--- config.mk ---
export PLATFORM = sky130hd
export DESIGN_NAME = owire_slot_slave
export DESIGN_NICKNAME = d
export VERILOG_FILES = /design/src/rtl/owire_pkg.sv /design/src/rtl/owire_line_sync.sv /design/src/rtl/owire_low_meter.sv /design/src/rtl/owire_slot_fsm.sv /design/src/rtl/owire_slot_slave.sv
export SDC_FILE = /design/constraint.sdc
export NUM_CORES = 1
export LEC_CHECK = 0
export CAP_MARGIN = 30
export CORE_ASPECT_RATIO = 0.6
export CORE_MARGIN = 2
export CORE_UTILIZATION = 30
export CTS_CLUSTER_DIAMETER = 80
export DETAILED_ROUTE_END_ITERATION = 7
export PLACE_DENSITY_LB_ADDON = 0.05
export SLEW_MARGIN = 20
export SYNTH_ARGS = -nofsm -noshare
export SYNTH_HDL_FRONTEND = slang
export SYNTH_SLANG_ARGS = --single-unit
--- constraint.sdc ---
create_clock -name clk -period 2.56 [get_ports clk]
set_clock_uncertainty 0.2 [all_clocks]
set_input_delay 0.384 -clock clk [delete_from_list [all_inputs] [get_ports clk]]
set_output_delay 0.384 -clock clk [all_outputs]
set_load 0.05 [all_outputs]
--- src/rtl/owire_pkg.sv ---
package owire_pkg;

  typedef enum logic [2:0] {
    ST_OFFLINE,   // no bus reset seen yet
    ST_IN_RST,    // line held in reset, wait for release
    ST_PDH,       // gap before presence
    ST_PDL,       // presence pulse driven
    ST_IDLE,      // waiting for a slot edge
    ST_WRITE,     // master-to-device slot, sampling pending
    ST_READ,      // device-to-master slot, bit being shown
    ST_RECOVER    // slot done, wait for line high
  } owire_state_e;

  function automatic int unsigned max4(input int unsigned a, input int unsigned b,
                                       input int unsigned c, input int unsigned d);
    int unsigned m;
    m = a;
    if (b > m) m = b;
    if (c > m) m = c;
    if (d > m) m = d;
    return m;
  endfunction

endpackage

--- src/rtl/owire_line_sync.sv ---
module owire_line_sync #(
  parameter int STAGES = 2
) (
  input  logic clk,
  input  logic rst_n,
  input  logic dq_in,
  output logic line_o,
  output logic fall_o,
  output logic rise_o
);

  // stage STAGES holds the previous synchronized level
  logic [STAGES:0] chain;

  always_ff @(posedge clk or negedge rst_n) begin
    if (!rst_n) chain[0] <= 1'b1;
    else        chain[0] <= dq_in;
  end

  generate
    for (genvar g = 1; g <= STAGES; g++) begin : g_stage
      always_ff @(posedge clk or negedge rst_n) begin
        if (!rst_n) chain[g] <= 1'b1;
        else        chain[g] <= chain[g-1];
      end
    end
  endgenerate

  assign line_o = chain[STAGES-1];
  assign fall_o = chain[STAGES] & ~chain[STAGES-1];
  assign rise_o = ~chain[STAGES] & chain[STAGES-1];

  AST_EDGE_EXCLUSIVE: assert property (@(posedge clk) disable iff (!rst_n)
    fall_o |=> !fall_o);

endmodule

--- src/rtl/owire_low_meter.sv ---
module owire_low_meter #(
  parameter int RST_CYC = 960
) (
  input  logic clk,
  input  logic rst_n,
  input  logic line_i,
  output logic rst_hit_o
);

  localparam int CW = $clog2(RST_CYC + 1);
  localparam logic [CW-1:0] LIMIT = CW'(RST_CYC);
  localparam logic [CW-1:0] LAST  = CW'(RST_CYC - 1);

  logic [CW-1:0] low_cnt;

  always_ff @(posedge clk or negedge rst_n) begin
    if (!rst_n)              low_cnt <= '0;
    else if (line_i)         low_cnt <= '0;
    else if (low_cnt != LIMIT) low_cnt <= low_cnt + 1'b1;
  end

  // fires once, on the cycle the low run completes the threshold
  assign rst_hit_o = ~line_i & (low_cnt == LAST);

  AST_LOW_CLEARS: assert property (@(posedge clk) disable iff (!rst_n)
    line_i |=> (low_cnt == '0));
  AST_LOW_SATURATES: assert property (@(posedge clk) disable iff (!rst_n)
    (!line_i && low_cnt == LIMIT) |=> (low_cnt == LIMIT || low_cnt == '0));

endmodule

--- src/rtl/owire_slot_fsm.sv ---
module owire_slot_fsm
  import owire_pkg::*;
#(
  parameter int PDH_CYC  = 60,
  parameter int PDL_CYC  = 240,
  parameter int SMP_CYC  = 60,
  parameter int HLD_CYC  = 60,
  parameter int TW       = 8
) (
  input  logic clk,
  input  logic rst_n,
  input  logic line_i,
  input  logic fall_i,
  input  logic rise_i,
  input  logic rst_hit_i,
  input  logic tx_mode,
  input  logic tx_bit,
  output logic dq_pull,
  output logic tx_taken,
  output logic rx_valid,
  output logic rx_bit,
  output logic bus_reset
);

  localparam logic [TW-1:0] PDH_END = TW'(PDH_CYC - 1);
  localparam logic [TW-1:0] PDL_END = TW'(PDL_CYC - 1);
  localparam logic [TW-1:0] SMP_END = TW'(SMP_CYC - 1);
  localparam logic [TW-1:0] HLD_END = TW'(HLD_CYC - 1);

  owire_state_e  state;
  logic [TW-1:0] tmr;

  always_ff @(posedge clk or negedge rst_n) begin
    if (!rst_n) begin
      state     <= ST_OFFLINE;
      tmr       <= '0;
      dq_pull   <= 1'b0;
      tx_taken  <= 1'b0;
      rx_valid  <= 1'b0;
      rx_bit    <= 1'b0;
      bus_reset <= 1'b0;
    end else begin
      tx_taken  <= 1'b0;
      rx_valid  <= 1'b0;
      bus_reset <= 1'b0;
      if (rst_hit_i) begin
        state     <= ST_IN_RST;
        dq_pull   <= 1'b0;
        bus_reset <= 1'b1;
        tmr       <= '0;
      end else begin
        unique case (state)
          ST_OFFLINE: ;
          ST_IN_RST: begin
            if (rise_i) begin
              state <= ST_PDH;
              tmr   <= '0;
            end
          end
          ST_PDH: begin
            if (tmr == PDH_END) begin
              state   <= ST_PDL;
              dq_pull <= 1'b1;
              tmr     <= '0;
            end else begin
              tmr <= tmr + 1'b1;
            end
          end
          ST_PDL: begin
            if (tmr == PDL_END) begin
              state   <= ST_IDLE;
              dq_pull <= 1'b0;
            end else begin
              tmr <= tmr + 1'b1;
            end
          end
          ST_IDLE: begin
            if (fall_i) begin
              tmr <= '0;
              if (tx_mode) begin
                state    <= ST_READ;
                dq_pull  <= ~tx_bit;
                tx_taken <= 1'b1;
              end else begin
                state <= ST_WRITE;
              end
            end
          end
          ST_WRITE: begin
            if (tmr == SMP_END) begin
              state    <= ST_RECOVER;
              rx_valid <= 1'b1;
              rx_bit   <= line_i;
            end else begin
              tmr <= tmr + 1'b1;
            end
          end
          ST_READ: begin
            if (tmr == HLD_END) begin
              state   <= ST_RECOVER;
              dq_pull <= 1'b0;
            end else begin
              tmr <= tmr + 1'b1;
            end
          end
          ST_RECOVER: begin
            if (line_i) state <= ST_IDLE;
          end
          default: state <= ST_OFFLINE;
        endcase
      end
    end
  end

  AST_OFFLINE_QUIET: assert property (@(posedge clk) disable iff (!rst_n)
    (state == ST_OFFLINE) |-> (!rx_valid && !tx_taken && !dq_pull));
  AST_BUS_RESET_SINGLE: assert property (@(posedge clk) disable iff (!rst_n)
    bus_reset |=> !bus_reset);
  AST_RX_SINGLE: assert property (@(posedge clk) disable iff (!rst_n)
    rx_valid |=> !rx_valid);
  AST_RX_FROM_WRITE: assert property (@(posedge clk) disable iff (!rst_n)
    rx_valid |-> ($past(state) == ST_WRITE));
  AST_TAKE_IN_READ: assert property (@(posedge clk) disable iff (!rst_n)
    tx_taken |-> (state == ST_READ));
  AST_RESET_RELEASES: assert property (@(posedge clk) disable iff (!rst_n)
    bus_reset |-> (!dq_pull && state == ST_IN_RST));
  AST_PULL_CONTEXT: assert property (@(posedge clk) disable iff (!rst_n)
    dq_pull |-> (state == ST_PDL || state == ST_READ));

endmodule

--- src/rtl/owire_slot_slave.sv ---
module owire_slot_slave
  import owire_pkg::*;
#(
  parameter int CLK_PER_US  = 200,
  parameter int RST_MIN_US  = 480,
  parameter int PDH_US      = 30,
  parameter int PDL_US      = 120,
  parameter int SAMPLE_US   = 30,
  parameter int TX0_HOLD_US = 30,
  parameter int SYNC_STAGES = 2
) (
  input  logic clk,
  input  logic rst_n,
  input  logic dq_in,
  output logic dq_pull,
  input  logic tx_mode,
  input  logic tx_bit,
  output logic tx_taken,
  output logic rx_valid,
  output logic rx_bit,
  output logic bus_reset
);

  localparam int RST_CYC = RST_MIN_US  * CLK_PER_US;
  localparam int PDH_CYC = PDH_US      * CLK_PER_US;
  localparam int PDL_CYC = PDL_US      * CLK_PER_US;
  localparam int SMP_CYC = SAMPLE_US   * CLK_PER_US;
  localparam int HLD_CYC = TX0_HOLD_US * CLK_PER_US;
  localparam int PH_MAX  = int'(max4(PDH_CYC, PDL_CYC, SMP_CYC, HLD_CYC));
  localparam int TW      = $clog2(PH_MAX + 1);

  logic line_s, fall_s, rise_s, rst_hit;

  owire_line_sync #(.STAGES(SYNC_STAGES)) u_sync (
    .clk    (clk),
    .rst_n  (rst_n),
    .dq_in  (dq_in),
    .line_o (line_s),
    .fall_o (fall_s),
    .rise_o (rise_s)
  );

  owire_low_meter #(.RST_CYC(RST_CYC)) u_low (
    .clk       (clk),
    .rst_n     (rst_n),
    .line_i    (line_s),
    .rst_hit_o (rst_hit)
  );

  owire_slot_fsm #(
    .PDH_CYC (PDH_CYC),
    .PDL_CYC (PDL_CYC),
    .SMP_CYC (SMP_CYC),
    .HLD_CYC (HLD_CYC),
    .TW      (TW)
  ) u_fsm (
    .clk       (clk),
    .rst_n     (rst_n),
    .line_i    (line_s),
    .fall_i    (fall_s),
    .rise_i    (rise_s),
    .rst_hit_i (rst_hit),
    .tx_mode   (tx_mode),
    .tx_bit    (tx_bit),
    .dq_pull   (dq_pull),
    .tx_taken  (tx_taken),
    .rx_valid  (rx_valid),
    .rx_bit    (rx_bit),
    .bus_reset (bus_reset)
  );

  AST_RESET_NEEDS_LOW: assert property (@(posedge clk) disable iff (!rst_n)
    bus_reset |-> !$past(line_s));

endmodule

==> results_dict.tcl <==
set metrics [dict create \
    power_per_cell_area_nw_per_um2 482 \
    drive_above_1_share_pct 15.6 \
    timing.critical_path.required_ns 2.56 \
    synth_top_cells_by_area "dfrtp_1 (38%), nor2_1 (4.4%), inv_1 (3.3%)" \
    fmaxAchievable_ghz 0.425 \
    synth_nets 290 \
    holdCritPathClass "reg2reg" \
    cp-endpoint "u_fsm.tmr[4]" \
    timing.reg2reg.worst_path_depth 6 \
    drt_iter0_drc 121 \
    post_synth_xor_area_fraction_pct 4.33 \
    crit_path_cell_trace "ha_1, and4b_1, nand4_1, a2bb2oi_1, or4_1, o221ai_2" \
    crit_arrival_ns 2.35 \
    min_period_ns 2.35 \
    hold_path.startpoint "u_sync.chain[0]" \
    synth_edf_count 0 \
    timing.setup.critical_path_class "reg2reg" \
    fillers 875 \
    cts_inserted_buffers 5 \
    dieArea_um2 9560 \
    critical_path.reg2reg.startpoint "u_fsm.tmr[0]" \
    synth_top_cell_area_share_pct 38.1 \
    detail_route.wirelength_mm 6.56 \
    internal_power_w 0.00119 \
    r2r_end "u_fsm.tmr[4]" \
    syn_area_um2 2630 \
    clock-sinks 43 \
    power.share.clock_pct 49.9 \
    power_switching_w 0.000298 \
    io-pin-count 10 \
    cts_post_setup_buffers_inserted 0 \
    vias 2097 \
    critPathLaunchType "flip-flop" \
    share_of_synthesized_cell_area_in_and_or_nand_and_nor_gates_pct 30.6 \
    place.detailed.hpwl_mm 4.70 \
    avgRoutedWirePerCell_um 15.9 \
    synth-compound-area-share_pct 14.7 \
    cpLargestDelayFamily "simple AND/OR/NAND/NOR gates" \
    multiInputGateArea_um2 1400 \
    synthAdderAreaFrac_pct 1.43 \
    worstPathBufferInverterCount 0 \
    combinationalPowerShare_pct 3.5 \
    layout_setup_ws_ns 0.207 \
    drt_pre_antenna_iters 4 \
    run_status "finished, final reports clean" \
    peakVddDrop_mv 0.204 \
    worstMarginPinSlew_ns 0.561 \
    cellLeakagePower_nw 1.26 \
    slowest_stage "or4_1" \
    cp_max_fo 6 \
    area_growth_pct 17.5 \
    grt_first_pass_wirelength_mm 11.1 \
    start_util_pct 30.9 \
    die_height_um 76.5 \
    largest_family_of_logic_cells_by_synthesized_area "simple AND/OR/NAND/NOR gates" \
    numPortBuffers 9 \
    max_cap_viol_count 0 \
    cp-end-kind "flip-flop" \
    synth_area_leader_cell "dfrtp_1" \
    avgSynthCellArea_um2 9.33 \
    viasPerCell 5.08 \
    finish.net_count 308 \
    synthDistinctLibCells 66 \
    grtUsageTotal_pct 14.7 \
    fin_setup_tns_ns 0 \
    slew-limit-headroom_pct 62.6 \
    grt_antenna_before_repair 0 \
    postSynthRegisterBits 43 \
    muxShareOfSynthArea_pct 1.95 \
    timing_max_transition_violations_final 0 \
    rsz0062_at_grt "false" \
    core.rowCount 26 \
    seq_power_share_pct 46.7 \
    synthArstFlopShare_pct 100 \
    core_area_um2 8520 \
    synthCells 282 \
    root_buffer "clkbuf_16" \
    tritoncts_clock_tree "built" \
    ant_nets 0 \
    final_worst_path_cycle_share_pct 91.9 \
    swShare_pct 20.0 \
    grt_pass1_vias 1910 \
    dieWidth_um 125 \
    register_area_share_after_synthesis_pct 41.1 \
    pre_cts_setup_slack_ns 0.168 \
    report.final.hold_viol_count 0 \
    maximum_number_of_pins_on_one_net_before_global_route_repair 44 \
    yosysWarningCount 0 \
    ys_dominant_reg_cell "dfrtp_1" \
    clk-insertion-delay-late_ns 0.28 \
    finalWeightedCongestion 0.825 \
    setup_viol 0 \
    cp_depth 6 \
    htree_num_levels 2 \
    area_taken_by_flip_flops_and_latches_um2 1080 \
    globalRoute.totalOverflow 0 \
    critical-path-max-stage-delay_ns 0.61 \
    r2r_setup_slack_ns 0.21 \
    ctsLongestPathBuffers 2 \
    antenna-diode-count 0 \
    clkTransAtPathRegs_ns 0.06 \
    drt_drc_violations_left 0 \
    worstSetupStartpoint "u_fsm.tmr[0]" \
]
==> per-stage QoR <==
| stage | power (W) | std cells | util (%) | hold slack, ns | cell area, µm² |
|---|---|---|---|---|---|
| floorplan | 0.000725 | 282 | - | -0.112 | 2630 |
| global placement | 0.000760 | 404 | 34.0 | 0.148 | 2900 |
| detailed placement | 0.000760 | 404 | 34.0 | 0.147 | 2900 |
| CTS | 0.00153 | 413 | 36.2 | 0.157 | 3080 |
| global route | 0.00158 | 413 | 36.3 | 0.160 | 3090 |
| finish | 0.00149 | 413 | 36.3 | 0.156 | 3090 |
==> logic make-up (layout without fill, tap and decap cells) <==
group / count (synthesis) / count (layout)
and+or+nand+nor: 131 / 131
AOI/OAI and AO/OA: 51 / 51
DFF: 43 / 43
buffers and inverters: 36 / 55
xor gates and xnor gates: 13 / 13
muxes: 5 / 5
adders and majority gates: 3 / 3
==> metal layers <==
metal / wire (µm) / GRT usage, % / up-vias
met5: 0 / 0 / -
met3: 218 / 3.44 / 2
met2: 2210 / 16.1 / 39
met1: 4090 / 26.0 / 993
li1: - / - / 1063
met4: 42 / 4.00 / 0
==> how the worst min path moves through the flow <==
stage / slack (ns) / to / depth (start not counted)
after CTS: 0.16 / u_sync.line_o / 0
after global routing: 0.16 / u_sync.line_o / 0
after floorplan: -0.11 / u_fsm.bus_reset / 0
final: 0.16 / u_sync.line_o / 0
after global placement: 0.15 / u_sync.line_o / 0
after detailed placement: 0.15 / u_sync.line_o / 0
==> flip-flops by register name (all words and copies together), names as in the netlist <==
name / cells
u_fsm.state: 3
u_low.low_cnt: 17
u_fsm.rx_valid: 1
u_sync.chain: 2
u_fsm.bus_reset: 1
u_sync.line_o: 1
u_fsm.tmr: 15
u_fsm.rx_bit: 1
u_fsm.dq_pull: 1
u_fsm.tx_taken: 1
==> power groups by stage <==
stage | registers, W | logic, W | clock network [W]
after CTS | 0.000695 | 0.0000539 | 0.000780
after global placement | 0.000708 | 0.0000522 | 0
after detailed placement | 0.000708 | 0.0000523 | 0
after global routing | 0.000696 | 0.0000585 | 0.000827
final | 0.000696 | 0.0000519 | 0.000743
after floorplan | 0.000706 | 0.0000185 | 0
==> cell usage in the layout (no fill, tap or decap), types with 4 or more instances in the layout <==
cell / instances
a21oi_1: 8
and3_1: 4
buf_4: 12
clkbuf_16: 5
clkdlybuf4s50_1: 8
dfrtp_1: 40
inv_1: 23
mux2i_1: 4
nand2_1: 18
nand3_1: 14
nand4_1: 12
nor2_1: 31
nor2b_1: 4
nor3_1: 7
o211ai_1: 8
o21ai_0: 8
or4_1: 4
xnor2_1: 7
xor2_1: 6
==> what timing repair did <==
item / in CTS / in global routing
endpoints found under the hold margin: 40 / 0
gates resized for setup: 0 / 1
setup endpoints to repair: 0 / 1
hold buffers: 1 / 0
==> cell type report <==
type	instances	area share [%]
Timing Repair Buffer	23	6.64
Inverter	24	2.91
Clock inverter	2	1.13
Tap cell	112	4.53
Multi-Input combinational cell	203	45.3
Sequential cell	43	34.9
Clock buffer	6	4.49
==> synthesized netlist by cell type, drive strengths merged, types with 6 or more instances <==
cell type  count
a21oi          8
clkbuf         8
dfrtp         40
inv           24
nand2         18
nand3         15
nand4         13
nor2          32
nor3           9
o211ai         9
o21ai         11
xnor2          7
xor2           6
(Power assumes the default switching activity.)
